$ cat src/rtl/pbx_pkg.sv
package pbx_pkg;
   typedef enum logic {
      XDIR_READ  = 1'b0,
      XDIR_WRITE = 1'b1
   } xfer_dir_e;
endpackage

$ cat src/rtl/pbx_pin_sync.sv
module pbx_pin_sync #(
   parameter int STAGES = 2,
   parameter bit IDLE   = 1'b0
) (
   input  logic clk,
   input  logic rst_n,
   input  logic pin,
   output logic level,
   output logic rise
);
   logic [STAGES-1:0] chain;
   logic              last;

   initial assert (STAGES >= 2) else $error("pbx_pin_sync: STAGES below 2");

   always_ff @(posedge clk or negedge rst_n) begin
      if (!rst_n) begin
         chain <= {STAGES{IDLE}};
         last  <= IDLE;
      end else begin
         chain <= {chain[STAGES-2:0], pin};
         last  <= chain[STAGES-1];
      end
   end

   assign level = chain[STAGES-1];
   assign rise  = chain[STAGES-1] & ~last;
endmodule

$ cat src/rtl/pbx_addr_gen.sv
module pbx_addr_gen #(
   parameter int PAGE_W = 7,
   parameter int OFFS_W = 12,
   parameter int DATA_W = 8
) (
   input  logic              clk,
   input  logic              rst_n,
   input  logic              load,
   input  logic [DATA_W-1:0] ctl_word,
   input  logic              step,
   output logic [PAGE_W-1:0] page,
   output pbx_pkg::xfer_dir_e dir,
   output logic [OFFS_W-1:0] offset
);
   localparam int DIR_BIT = DATA_W - 1;

   initial assert (DATA_W >= PAGE_W + 1) else $error("pbx_addr_gen: control word too narrow");

   always_ff @(posedge clk or negedge rst_n) begin
      if (!rst_n) begin
         page   <= '0;
         dir    <= pbx_pkg::XDIR_READ;
         offset <= '0;
      end else if (load) begin
         page   <= ctl_word[PAGE_W-1:0];
         dir    <= pbx_pkg::xfer_dir_e'(ctl_word[DIR_BIT]);
         offset <= '0;
      end else if (step) begin
         offset <= offset + 1'b1;
      end
   end

   assert_clear_R3: assert property (@(posedge clk) disable iff (!rst_n)
      load |=> offset == '0);

   assert_wrap_R9: assert property (@(posedge clk) disable iff (!rst_n)
      (step && !load && offset == {OFFS_W{1'b1}}) |=> (offset == '0 && $stable(page)));

   assert_page_hold_R9: assert property (@(posedge clk) disable iff (!rst_n)
      !load |=> ($stable(page) && $stable(dir)));
endmodule

$ cat src/rtl/pbx_strobe_gen.sv
module pbx_strobe_gen (
   input  logic               clk,
   input  logic               rst_n,
   input  logic               a_level,
   input  logic               b_level,
   input  pbx_pkg::xfer_dir_e dir,
   input  logic               wp,
   output logic               we_n,
   output logic               oe_n
);
   logic xfer_act;

   assign xfer_act = ~a_level & ~b_level;

   always_ff @(posedge clk or negedge rst_n) begin
      if (!rst_n) begin
         we_n <= 1'b1;
         oe_n <= 1'b1;
      end else begin
         we_n <= ~(xfer_act & (dir == pbx_pkg::XDIR_WRITE) & ~wp);
         oe_n <= ~(xfer_act & (dir == pbx_pkg::XDIR_READ));
      end
   end

   assert_excl_R10: assert property (@(posedge clk) disable iff (!rst_n)
      !(!we_n && !oe_n));

   assert_bprio_R10: assert property (@(posedge clk) disable iff (!rst_n)
      b_level |=> (we_n && oe_n));

   assert_wp_R8: assert property (@(posedge clk) disable iff (!rst_n)
      wp |=> we_n);

   assert_idle_R4: assert property (@(posedge clk) disable iff (!rst_n)
      a_level |=> (we_n && oe_n));
endmodule

$ cat src/rtl/pbx_sram_ctrl.sv
module pbx_sram_ctrl #(
   parameter int PAGE_W      = 7,
   parameter int OFFS_W      = 12,
   parameter int DATA_W      = 8,
   parameter int SYNC_STAGES = 2,
   parameter bit WP_SYNC     = 1'b0
) (
   input  logic                      clk,
   input  logic                      rst_n,
   input  logic                      xfer_n,
   input  logic                      ctl_ld,
   input  logic                      wr_prot,
   input  logic [DATA_W-1:0]         host_din,
   output logic [DATA_W-1:0]         host_dout,
   output logic                      host_doe,
   output logic [PAGE_W+OFFS_W-1:0]  sram_addr,
   output logic [DATA_W-1:0]         sram_wdata,
   input  logic [DATA_W-1:0]         sram_rdata,
   output logic                      sram_we_n,
   output logic                      sram_oe_n
);
   localparam int ADDR_W = PAGE_W + OFFS_W;

   logic               a_level, a_rise;
   logic               b_level, b_rise;
   logic               wp_eff;
   logic               step;
   logic [PAGE_W-1:0]  page;
   logic [OFFS_W-1:0]  offset;
   pbx_pkg::xfer_dir_e dir;

   initial assert (ADDR_W <= 31) else $error("pbx_sram_ctrl: address too wide");

   pbx_pin_sync #(.STAGES(SYNC_STAGES), .IDLE(1'b1)) u_sync_a (
      .clk(clk), .rst_n(rst_n), .pin(xfer_n), .level(a_level), .rise(a_rise));

   pbx_pin_sync #(.STAGES(SYNC_STAGES), .IDLE(1'b0)) u_sync_b (
      .clk(clk), .rst_n(rst_n), .pin(ctl_ld), .level(b_level), .rise(b_rise));

   generate
      if (WP_SYNC) begin : g_wp_sync
         logic wp_edge;
         pbx_pin_sync #(.STAGES(SYNC_STAGES), .IDLE(1'b1)) u_sync_wp (
            .clk(clk), .rst_n(rst_n), .pin(wr_prot), .level(wp_eff), .rise(wp_edge));
      end else begin : g_wp_direct
         assign wp_eff = wr_prot;
      end
   endgenerate

   assign step = a_rise & ~b_level;

   pbx_addr_gen #(.PAGE_W(PAGE_W), .OFFS_W(OFFS_W), .DATA_W(DATA_W)) u_addr (
      .clk(clk), .rst_n(rst_n), .load(b_rise), .ctl_word(host_din), .step(step),
      .page(page), .dir(dir), .offset(offset));

   pbx_strobe_gen u_strobe (
      .clk(clk), .rst_n(rst_n), .a_level(a_level), .b_level(b_level),
      .dir(dir), .wp(wp_eff), .we_n(sram_we_n), .oe_n(sram_oe_n));

   assign sram_addr  = {page, offset};
   assign sram_wdata = host_din;
   assign host_dout  = sram_rdata;
   assign host_doe   = ~sram_oe_n;

   assert_page_load_R3: assert property (@(posedge clk) disable iff (!rst_n)
      b_rise |=> sram_addr[ADDR_W-1:OFFS_W] == $past(host_din[PAGE_W-1:0]));

   assert_step_R6: assert property (@(posedge clk) disable iff (!rst_n)
      (a_rise && !b_level && !b_rise) |=>
         sram_addr[OFFS_W-1:0] == OFFS_W'($past(sram_addr[OFFS_W-1:0]) + 1'b1));

   assert_no_step_R10: assert property (@(posedge clk) disable iff (!rst_n)
      (b_level && !b_rise) |=> $stable(sram_addr));

   assert_drive_R7: assert property (@(posedge clk) disable iff (!rst_n)
      host_doe |-> sram_we_n);
endmodule

$ cat config.mk
export PLATFORM = sky130hd
export DESIGN_NAME = pbx_sram_ctrl
export DESIGN_NICKNAME = d
export VERILOG_FILES = /design/src/rtl/pbx_pkg.sv /design/src/rtl/pbx_pin_sync.sv /design/src/rtl/pbx_addr_gen.sv /design/src/rtl/pbx_strobe_gen.sv /design/src/rtl/pbx_sram_ctrl.sv
export SDC_FILE = /design/constraint.sdc
export NUM_CORES = 1
export LEC_CHECK = 0
export ABC_AREA = 1
export BUFFER_PORTS_ARGS = -buffer_cell sky130_fd_sc_hd__buf_4
export CORE_ASPECT_RATIO = 0.9
export CORE_MARGIN = 4
export CORE_UTILIZATION = 49
export CTS_CLUSTER_DIAMETER = 200
export CTS_CLUSTER_SIZE = 30
export DETAILED_ROUTE_END_ITERATION = 8
export PLACE_DENSITY = 0.93
export SYNTH_ARGS = -nofsm -noshare
export SYNTH_HDL_FRONTEND = slang
export SYNTH_HIERARCHICAL = 1
export SYNTH_SLANG_ARGS = --single-unit
$ cat constraint.sdc
create_clock -name clk -period 2.45 [get_ports clk]
set_clock_uncertainty 0.15 [all_clocks]
set_input_delay 0.49 -clock clk [delete_from_list [all_inputs] [get_ports clk]]
set_output_delay 0.49 -clock clk [all_outputs]
set_load 0.005 [all_outputs]
==> parameters.txt, run 1 <==
Parameter                              Value

Yosys
  Number of distinct standard cells referenced by the synthesized netlist    17
  Fraction of the yosys area taken by sequential cells    0.538
  Total of flip-flops plus latches after synthesis    28
  Average cell area after synthesis    roughly 8.5 um^2
  Total number of yosys warnings    6
  Mapped Area    roughly 0.0013 mm^2
  Area share of the largest cell type after synthesis    0.438
  Cell type with the highest aggregate area in the netlist    sky130_fd_sc_hd__dfrtp_1
  Net count of the mapped netlist    176
  Top area cells in the synthesized netlist    sky130_fd_sc_hd__dfrtp_1 (44%), sky130_fd_sc_hd__nand2_1 (13%), sky130_fd_sc_hd__dfstp_2 (10%)
  Syn Inst Count    154

Cells and area
  Number of diodes added for antenna fixing    0
  Post-layout nets    206
  Layout cell share with drive strength beyond 1    0.317
  Core utilization of the finished layout    0.637
  Growth of design area from synthesis to finish    21.5%
  Final instance count without filler cells    211

Global route
  Pin count of the biggest net entering global routing    29
  Initial antenna violation count    0
  Vias in the first global route    957
  GRT Util Overall    0.138
  First-pass GRT wire length    3960 um
  Overall overflow remaining after global route    0

Clock tree
  Clk Tree Root Cell    sky130_fd_sc_hd__clkbuf_4
  TritonCTS clock tree    done
  Number of buffers added by the clock tree synthesis step    3
  Worst-skew pair later-pin latency    approximately 330 ps
  Total number of clock tree sinks    28
  Number of H-tree branching levels    1
  Number of cells upsized or downsized after cts    0
  Number of post-CTS setup repair buffers    0
  CTS max path bufs    2
  Post-CTS clock slew at the launch and capture registers of the worst setup and hold paths    approximately 140 ps

Run status
  Result of the run    completed

Die
  Die outline area    0.00358 mm^2
  Starting utilization of the core area    0.524
  Die Y    between 50 and 60 um
  Count of standard-cell rows    17
  Chip Width    62.6 um
  Number of primary I/O pins    slightly below 60
  Core Area    0.00251 mm^2

Drt
  First-pass DRT Iterations    4
  DR vias/cell    4.78
  Initial drt markers    23
  Routed via count    1,008
  Post-detailed-route DRC marker count    0
  DR WL/cell    between 10 and 15 um
  Total wire length after detailed routing    between 2000 and 2500 um
  Count of nets left with antenna violations after detail routing    0

Placement
  Number of I/O port buffers    42
  Number of cells after detailed placement    206
  Placed wire-length estimate after detailed placement    1710 um
  Final weighted congestion of routability-driven global placement    0.763

Worst setup path
  Slowest Stage Delay on Critical Path    520 ps
  Crit path max-delay cell type    sky130_fd_sc_hd__clkinv_1
  WP data required    2530 ps
  Kind of capture point of the worst setup path    register
  Data arrival time of the worst path    1920 ps
  Worst Setup Path Type    reg2reg
  Crit path launch type    register
  Critical path cell sequence    inv_1 -> nor2_2 -> clkinv_1 -> o21ai_0 -> a21oi_1
  Largest fanout of any net on the critical path    19

STA
  Unrepaired setup endpoints after global routing    false
  Final min period    1840 ps
  Worst-case headroom to the max-slew limit    0.668
  Post-route fraction of the period consumed by the critical path    0.752
  Fmax    543 MHz
  Hold violation total from the final report    0
  Final-report max-slew violation count    0
  Worst-margin pin slew    495 ps
  Finish-stage setup viols    0
  Final TNS setup    0 ps

Power
  PnR Total Power    0.929 mW
  Peak ir drop on the vdd network    409 uV
  Leakage    approximately 0.86 nW
  Total power divided by cell area    581 mW/mm^2

Job
  Maximum Capacitance Violations    0

Min path
  Hold WC Path Type    in2reg
[layout by cell type (no fill, tap or decap)]
master / instances
sky130_fd_sc_hd__dfrtp_1: 23
sky130_fd_sc_hd__nand3_1: 6
sky130_fd_sc_hd__a21oi_1: 4
sky130_fd_sc_hd__ha_1: 1
sky130_fd_sc_hd__buf_4: 42
sky130_fd_sc_hd__inv_1: 20
sky130_fd_sc_hd__nand3_2: 1
sky130_fd_sc_hd__nor2_4: 2
sky130_fd_sc_hd__o21ai_0: 6
sky130_fd_sc_hd__nor2_2: 4
sky130_fd_sc_hd__nor2_1: 15
sky130_fd_sc_hd__dlygate4sd3_1: 1
sky130_fd_sc_hd__bufinv_16: 1
sky130_fd_sc_hd__clkbuf_4: 3
sky130_fd_sc_hd__dfstp_2: 5
sky130_fd_sc_hd__clkinv_1: 1
sky130_fd_sc_hd__xnor2_1: 1
sky130_fd_sc_hd__nand4_1: 3
sky130_fd_sc_hd__nand2_1: 44
[power by group]
part	total, mW	internal (mW)	switching [mW]
sequential	0.514	0.494	0.0204
combinational	0.116	0.0636	0.0529
clock	0.298	0.166	0.132
[worst max-delay path: cells and delay by family (launching register included)]
family	cells	cell delay, ps
simple gates	1	300
compound gates	2	280
buf+inv	2	590
flops	1	430
[final cells by class]
class	instances	area [um^2]
Inverter	21	78.8
Multi-Input combinational cell	87	399
Sequential cell	28	707
Timing Repair Buffer	43	325
Fill cell	218	912
Clock inverter	1	30.0
Tap cell	28	35.0
Clock buffer	3	22.5
[metrics by stage]
step | setup slack, ps | cell area (um^2) | hold WS [ps]
3_5_place_dp | 630 | 1540 | 197
2_1_floorplan | 787 | 1320 | 44.4
3_3_place_gp | 708 | 1540 | 183
5_1_grt | 405 | 1600 | 70.0
4_1_cts | 622 | 1600 | 80.2
6_report | 607 | 1600 | 99.9
[registers in the layout, indices dropped and copies added (netlist names)]
register and cells:
u_addr/dir 1, u_sync_b/last 1, u_addr/offset 12, u_sync_a/chain 2
u_strobe/we_n 1, u_sync_b/chain 2, u_strobe/oe_n 1, u_addr/page 7
u_sync_a/last 1
[path summary, 6_finish.rpt]
path / startpoint / end / slack (ps) / depth (start not counted)
worst max-delay path: u_sync_b/chain[1] / u_addr/offset[4] / 610 / 5
worst min-delay path: xfer_n / u_sync_a/chain[0] / 100 / 1
worst max register to register: u_sync_b/chain[1] / u_addr/offset[4] / 610 / 5
worst min register to register: u_sync_a/chain[0] / u_sync_a/chain[1] / 220 / 0
max in group asynchronous: rst_n / u_sync_a/chain[0] / 1420 / 2
min in group asynchronous: rst_n / u_addr/offset[4] / 440 / 2
[synth_stat cells (all sizes together)]
master	n
nand2	44
dfrtp	23
nor2	21
inv	20
buf	18
nand3	7
o21ai	6
dfstp	5
a21oi	4
nand4	3
clkinv	1
ha	1
xnor2	1
[layer usage]
layer / global-route usage / wire (um) / vias up / share of wire
met4: 0.0660 / 41 / 0 / 0.017
li1: - / - / 510 / -
met1: 0.169 / 1040 / 450 / 0.44
met3: 0.0531 / 251 / 5 / 0.11
met2: 0.216 / 1010 / 43 / 0.43
met5: 0 / 0 / - / 0
[repair_timing]
item | in CTS | in global routing
hold buffers | 1 | 0
setup endpoints to repair | 0 | 0
hold endpoints to repair | 23 | 0
[kinds of logic (layout without fill, tap and decap cells)]
logic type	count (synthesis)	in the layout	synth area share
and+or+nand+nor	75	75	0.249
buffers and inverters	39	68	0.159
DFF	28	28	0.538
AOI/OAI and AO/OA	10	10	0.0381
adders and majority gates	1	1	0.00951
xor gates and xnor gates	1	1	0.00666
Power figures use the tool's default switching activity.
==> run 2, diff against run 1 <==
ABC_AREA = 0   (was 1)
CORE_UTILIZATION = 45   (was 49)
PLACE_DENSITY = 0.87   (was 0.93)
clock period = 1.7 ns   (was 2.45 ns; I/O delays follow)
==> parameters.txt, run 2 <==
Parameter                              Value

Die
  Die outline area    0.00376 mm^2
  Count of standard-cell rows    18
  Die Y    ~59 um
  Core Area    0.00273 mm^2
  Number of primary I/O pins    59
  Starting utilization of the core area    0.469
  Chip Width    around 64 um

Run status
  Failing checks    negative setup slack
  Result of the run    finished, violations left

Placement
  Placed wire-length estimate after detailed placement    2000 um
  Final weighted congestion of routability-driven global placement    about 0.86
  Placed inst area    0.00161 mm^2
  Number of cells after detailed placement    178
  Number of I/O port buffers    42

Yosys
  Number of distinct standard cells referenced by the synthesized netlist    26
  Most instantiated library cell after synthesis    sky130_fd_sc_hd__dfrtp_1
  Net count of the mapped netlist    roughly 130
  Total number of yosys warnings    6
  Area share of the largest cell type after synthesis    0.450
  Commonest register cell after synthesis    sky130_fd_sc_hd__dfrtp_1
  Share of flip-flops with an asynchronous set or reset after synthesis    1.00
  Syn Inst Count    105
  Total of flip-flops plus latches after synthesis    28
  Mapped Area    ~0.0013 mm^2
  Top cell types by occurrence after synthesis    sky130_fd_sc_hd__dfrtp_1 (23), sky130_fd_sc_hd__buf_4 (16), sky130_fd_sc_hd__mux2_1 (7), sky130_fd_sc_hd__nor2_1 (7)
  EDFF count, synth    0
  Average cell area after synthesis    around 12 um^2
  Top area cells in the synthesized netlist    sky130_fd_sc_hd__dfrtp_1 (45%), sky130_fd_sc_hd__dfstp_2 (10%), sky130_fd_sc_hd__buf_4 (9.4%)
  Cell type with the highest aggregate area in the netlist    sky130_fd_sc_hd__dfrtp_1
  Fraction of the yosys area taken by sequential cells    0.553

Cells and area
  Post-layout nets    172
  Layout cell share with drive strength beyond 1    0.523
  Leading cell type in the layout, fill and taps excluded    sky130_fd_sc_hd__buf_4
  Leading registers by flop count    u_addr/offset: 12 flops, u_addr/page: 7 flops
  Cell area after layout    0.00175 mm^2
  Number of diodes added for antenna fixing    0
  Commonest cells after routing, fill and taps aside    sky130_fd_sc_hd__buf_4 (54), sky130_fd_sc_hd__dfrtp_1 (23), sky130_fd_sc_hd__nor2_1 (7), sky130_fd_sc_hd__mux2_1 (6), sky130_fd_sc_hd__dfstp_2 (5)
  Number of flip-flops under the largest register name    12
  Growth of design area from synthesis to finish    36.5%
  Register name with the most flops    u_addr/offset
  Final instance count without filler cells    189
  Total of fill cells in the finished design    between 200 and 250

Drt
  Initial drt markers    17
  Post-detailed-route DRC marker count    0
  Total wire length after detailed routing    roughly 2700 um
  DR WL/cell    14.0 um
  First-pass DRT Iterations    4
  DR vias/cell    between 4 and 5
  Routed via count    ~890
  Count of nets left with antenna violations after detail routing    0

Min path
  Hold WC Path Type    in2reg
  Hold path depth    2
  Hold Crit Endpoint    u_strobe/we_n
  Start point of the worst min-delay path    wr_prot

Power
  Leakage    between 0.8 and 0.9 nW
  Peak ir drop on the vdd network    651 uV
  Total power divided by cell area    791 mW/mm^2

Worst setup path
  Most frequent cell on the critical path    sky130_fd_sc_hd__nor2b_4
  Largest fanout of any net on the critical path    5
  Kind of capture point of the worst setup path    register
  Data arrival time of the worst path    2010 ps
  End of the worst register-to-register path    u_addr/offset[5]
  Cells on worst reg2reg path    5
  Setup slack of the most critical reg-to-reg path    -180 ps
  Critical path cell sequence    nor2b_4 -> nor2b_4 -> nand4_4 -> or4_1 -> a21oi_2
  Crit path max-delay cell type    sky130_fd_sc_hd__dfstp_2
  Worst Setup Path Type    reg2reg
  Slowest Stage Delay on Critical Path    560 ps
  Crit path launch type    register
  Start of the worst register-to-register path    u_sync_a/chain[1]
  WP data required    1830 ps

Clock tree
  TritonCTS clock tree    done
  Total number of clock tree sinks    28
  Clk Tree Root Cell    sky130_fd_sc_hd__clkbuf_4
  Post-CTS clock slew at the launch and capture registers of the worst setup and hold paths    150 ps
  Number of H-tree branching levels    1
  Number of buffers added by the clock tree synthesis step    3
  Worst-skew pair later-pin latency    330 ps
  CTS max path bufs    2

STA
  Final TNS setup    -959 ps
  Worst-case headroom to the max-slew limit    0.775
  Finish-stage setup viols    8
  Fmax    532 MHz
  Hold violation total from the final report    0
  Unrepaired setup endpoints after global routing    true
  Post-route fraction of the period consumed by the critical path    1.11
  Worst-margin pin slew    approximately 340 ps
  Worst path setup slack after routing    -181 ps
  Final min period    1880 ps
  Final-report max-slew violation count    0

Global route
  Pin count of the biggest net entering global routing    29
  Vias in the first global route    921
  First-pass GRT wire length    4260 um
  GRT Util Overall    0.148
  Initial antenna violation count    0
  Overall overflow remaining after global route    0

Job
  Maximum Capacitance Violations    0
## run 2: what timing repair did
| item | 4_1_cts | 5_1_grt |
|---|---|---|
| resized for setup | 1 | 5 |
| endpoints found under the hold margin | 25 | 0 |
| setup endpoints to repair | 7 | 8 |
| hold buffers | 3 | 0 |
| setup buffers | 2 | 2 |
| pin swaps | 0 | 1 |
## run 2: worst max-delay path by stage
stage	slack, ps	startpoint	depth (start not counted)	end
after floorplan	-180	u_sync_a/chain[1]	5	u_addr/offset[9]
after global placement	-130	u_sync_a/chain[1]	5	u_addr/offset[9]
after detailed placement	-190	u_sync_a/chain[1]	5	u_addr/offset[9]
after CTS	-210	u_sync_a/chain[1]	5	u_addr/offset[9]
after global routing	-280	u_sync_a/chain[1]	6	u_addr/offset[7]
final	-180	u_sync_a/chain[1]	5	u_addr/offset[5]
## run 2: kinds of logic (layout without fill, tap and decap cells)
kind of cell               Yosys count  after routing  share of synthesized area
xor gates and xnor gates             4              4                     0.0274
and+or+nand+nor                     29             29                      0.159
muxes                               11             11                     0.0959
buffers and inverters               22             66                      0.112
adders and majority gates            1              1                    0.00978
AOI/OAI and AO/OA                   10             10                     0.0430
DFF                                 28             28                      0.553
## run 2: metal layers
layer	up-vias	routed length (um)	GRT usage	part of all wire
li1	428	-	-	-
met5	-	0	0	0
met2	28	1440	0.274	0.54
met1	428	1010	0.163	0.38
met4	0	43	0.0693	0.016
met3	5	157	0.0324	0.059
## run 2: where the power goes
part | switching, mW | internal, mW | total, mW
Clock | 0.197 | 0.239 | 0.436
Sequential | 0.0299 | 0.715 | 0.745
Combinational | 0.0758 | 0.125 | 0.201
## run 2: area by class of cell
| class | instances | area [um^2] | area share |
|---|---|---|---|
| inverter | 4 | 15.0 | 0.00860 |
| timing repair buffer | 58 | 447 | 0.256 |
| multi-input combinational | 55 | 474 | 0.272 |
| tap | 40 | 50.0 | 0.0287 |
| sequential | 28 | 707 | 0.405 |
| clock buffer | 3 | 22.5 | 0.0129 |
| clock inverter | 1 | 30.0 | 0.0172 |
## run 2: through the flow
step | setup slack (ps) | utilization | hold slack [ps] | power, mW
3_5_place_dp | -185 | 0.589 | 123 | 0.953
5_1_grt | -280 | 0.640 | 43.6 | 1.44
2_1_floorplan | -180 | - | -106 | 0.845
6_report | -181 | 0.640 | 59.1 | 1.38
4_1_cts | -207 | 0.626 | 43.6 | 1.39
3_3_place_gp | -133 | 0.589 | 117 | 0.943
## run 2: critical path, delay by kind of cell, from the launching register on
family	cells	cell delay (ps)
simple gates	4	950
flops	1	560
compound gates	1	160
==> run 3, diff against run 2 <==
CORE_UTILIZATION = 41   (was 45)
PLACE_DENSITY = 0.84   (was 0.87)
clock period = 1.6 ns   (was 1.7 ns; I/O delays follow)
==> parameters.txt, run 3 (same netlist as run 2, synthesis figures left out) <==
Parameter                              Value

Clock tree
  Number of buffers added by the clock tree synthesis step    3
  TritonCTS clock tree    done
  Worst-skew pair later-pin latency    about 320 ps
  Number of H-tree branching levels    1
  Post-CTS clock slew at the launch and capture registers of the worst setup and hold paths    140 ps
  Total number of clock tree sinks    28
  Clk Tree Root Cell    sky130_fd_sc_hd__clkbuf_4
  CTS max path bufs    2

Placement
  Final weighted congestion of routability-driven global placement    0.817
  Placed inst area    0.00164 mm^2
  Placed wire-length estimate after detailed placement    2120 um
  Number of I/O port buffers    42

Cells and area
  Commonest cells after routing, fill and taps aside    sky130_fd_sc_hd__buf_4 (55), sky130_fd_sc_hd__dfrtp_1 (23), sky130_fd_sc_hd__nor2_1 (7), sky130_fd_sc_hd__mux2_1 (6), sky130_fd_sc_hd__dfstp_2 (5)
  Leading cell type in the layout, fill and taps excluded    sky130_fd_sc_hd__buf_4
  Number of flip-flops under the largest register name    12
  Register name with the most flops    u_addr/offset
  Number of diodes added for antenna fixing    0
  Growth of design area from synthesis to finish    41.2%
  Cell area after layout    0.00181 mm^2
  Layout cell share with drive strength beyond 1    0.569
  Footprint of the multi-input gates    500 um^2
  Total of fill cells in the finished design    approximately 220
  Seq. cell area    roughly 710 um^2
  Leading registers by flop count    u_addr/offset: 12 flops, u_addr/page: 7 flops
  Post-layout nets    176

Die
  Number of primary I/O pins    59
  Die outline area    0.00408 mm^2
  Die Y    61.0 um
  Chip Width    66.9 um
  Starting utilization of the core area    0.447
  Count of standard-cell rows    18
  Core Area    ~0.0029 mm^2

STA
  Finish-stage setup viols    10
  Final min period    1870 ps
  Fmax    534 MHz
  Post-route fraction of the period consumed by the critical path    1.17
  Final-report max-slew violation count    0
  Unrepaired setup endpoints after global routing    true
  Worst path setup slack after routing    -272 ps
  Worst-case headroom to the max-slew limit    0.772
  Final TNS setup    -1860 ps
  Hold violation total from the final report    0
  Worst-margin pin slew    approximately 340 ps

Global route
  Vias in the first global route    983
  Pin count of the biggest net entering global routing    29
  Initial antenna violation count    0
  GRT Util Overall    0.156
  First-pass GRT wire length    4770 um
  Overall overflow remaining after global route    0

Worst setup path
  Most frequent cell on the critical path    sky130_fd_sc_hd__nor2b_4
  Largest fanout of any net on the critical path    7
  WP data required    1710 ps
  CP delay by family, top    simple AND/OR/NAND/NOR gates
  Start of the worst register-to-register path    u_sync_a/chain[1]
  Setup slack of the most critical reg-to-reg path    -270 ps
  Crit path launch type    register
  Kind of capture point of the worst setup path    register
  Cells on worst reg2reg path    6
  Critical path cell sequence    nor2b_4 -> nor2b_4 -> buf_6 -> nand4_4 -> or4_1 -> a21oi_1
  Data arrival time of the worst path    approximately 2000 ps
  CP bufs+invs    1
  Slowest Stage Delay on Critical Path    560 ps
  Worst Setup Path Type    reg2reg
  Crit path max-delay cell type    sky130_fd_sc_hd__dfstp_2
  End of the worst register-to-register path    u_addr/offset[10]

Power
  Combinational share of power    0.170
  Peak ir drop on the vdd network    721 uV
  Part of the power in registers    0.585
  P_int    1.04 mW
  Switching Share    0.231
  Clock network fraction of total power    0.245
  Total power divided by cell area    between 700 and 800 mW/mm^2
  Switching power of the nets    about 0.31 mW
  Leakage    between 0.8 and 0.9 nW

Min path
  Hold Crit Endpoint    u_strobe/we_n
  Hold path depth    2
  Hold WC Path Type    in2reg
  Start point of the worst min-delay path    wr_prot

Job
  Maximum Capacitance Violations    0

Run status
  Failing checks    negative setup slack
  Result of the run    finished, violations left

Drt
  Initial drt markers    27
  Count of nets left with antenna violations after detail routing    0
  Routed via count    959
  Post-detailed-route DRC marker count    0
  DR WL/cell    14.9 um
  Total wire length after detailed routing    2880 um
  First-pass DRT Iterations    4
  DR vias/cell    ~5.0
-- run 3: cell count changes in the layout (fill, tap and decap cells not counted), sizes merged --
| cell | delta |
|---|---|
| bufinv | -1 |
| buf | +4 |
| clkbuf | +1 |
-- run 3: metrics by stage --
step / util / instances / hold slack [ps] / setup WS, ps / power [mW]
2_1_floorplan: - / 105 / -126 / -280 / 0.898
3_3_place_gp: 0.574 / 183 / 95.4 / -207 / 1.00
3_5_place_dp: 0.574 / 183 / 102 / -263 / 1.02
4_1_cts: 0.611 / 192 / 32.6 / -285 / 1.36
5_1_grt: 0.631 / 193 / 7.48 / -356 / 1.43
6_report: 0.631 / 193 / 47.0 / -272 / 1.35
-- run 3: final cells by class --
cell class | count | area share
inverters | 4 | 0.00832
multi-input cells | 55 | 0.277
well taps | 40 | 0.0277
flip-flops and latches | 28 | 0.392
repair buffers | 62 | 0.275
clock buffers | 4 | 0.0201
-- run 3: worst max path at each step --
stage / cells after the start / start / to
final: 6 / u_sync_a/chain[1] / u_addr/offset[10]
after global routing: 6 / u_sync_a/chain[1] / u_addr/offset[10]
after CTS: 6 / u_sync_a/chain[1] / u_addr/offset[10]
after detailed placement: 6 / u_sync_a/chain[1] / u_addr/offset[10]
after global placement: 6 / u_sync_a/chain[1] / u_addr/offset[10]
after floorplan: 5 / u_sync_a/chain[1] / u_addr/offset[9]
-- run 3: what timing repair did --
| action | in CTS | in global routing |
|---|---|---|
| endpoints found under the hold margin | 25 | 0 |
| setup buffers | 2 | 3 |
| hold buffers | 3 | 0 |
| resized for setup | 5 | 9 |
| endpoints found under the setup margin | 10 | 20 |
| pin swaps | 5 | 2 |
-- run 3: power groups by stage --
stage,Combinational (mW),Clock (mW),Sequential [mW]
floorplan,0.0906,0,0.807
global placement,0.203,0,0.801
detailed placement,0.212,0,0.805
CTS,0.222,0.349,0.791
global route,0.250,0.381,0.798
finish,0.230,0.332,0.791
-- run 3: per-layer routing --
layer | share of wire | GRT usage | vias up
met3 | 0.064 | 0.0519 | 0
met5 | 0 | 0 | -
met2 | 0.55 | 0.281 | 27
li1 | - | - | 437
met1 | 0.39 | 0.184 | 495
met4 | 0 | 0.0260 | 0
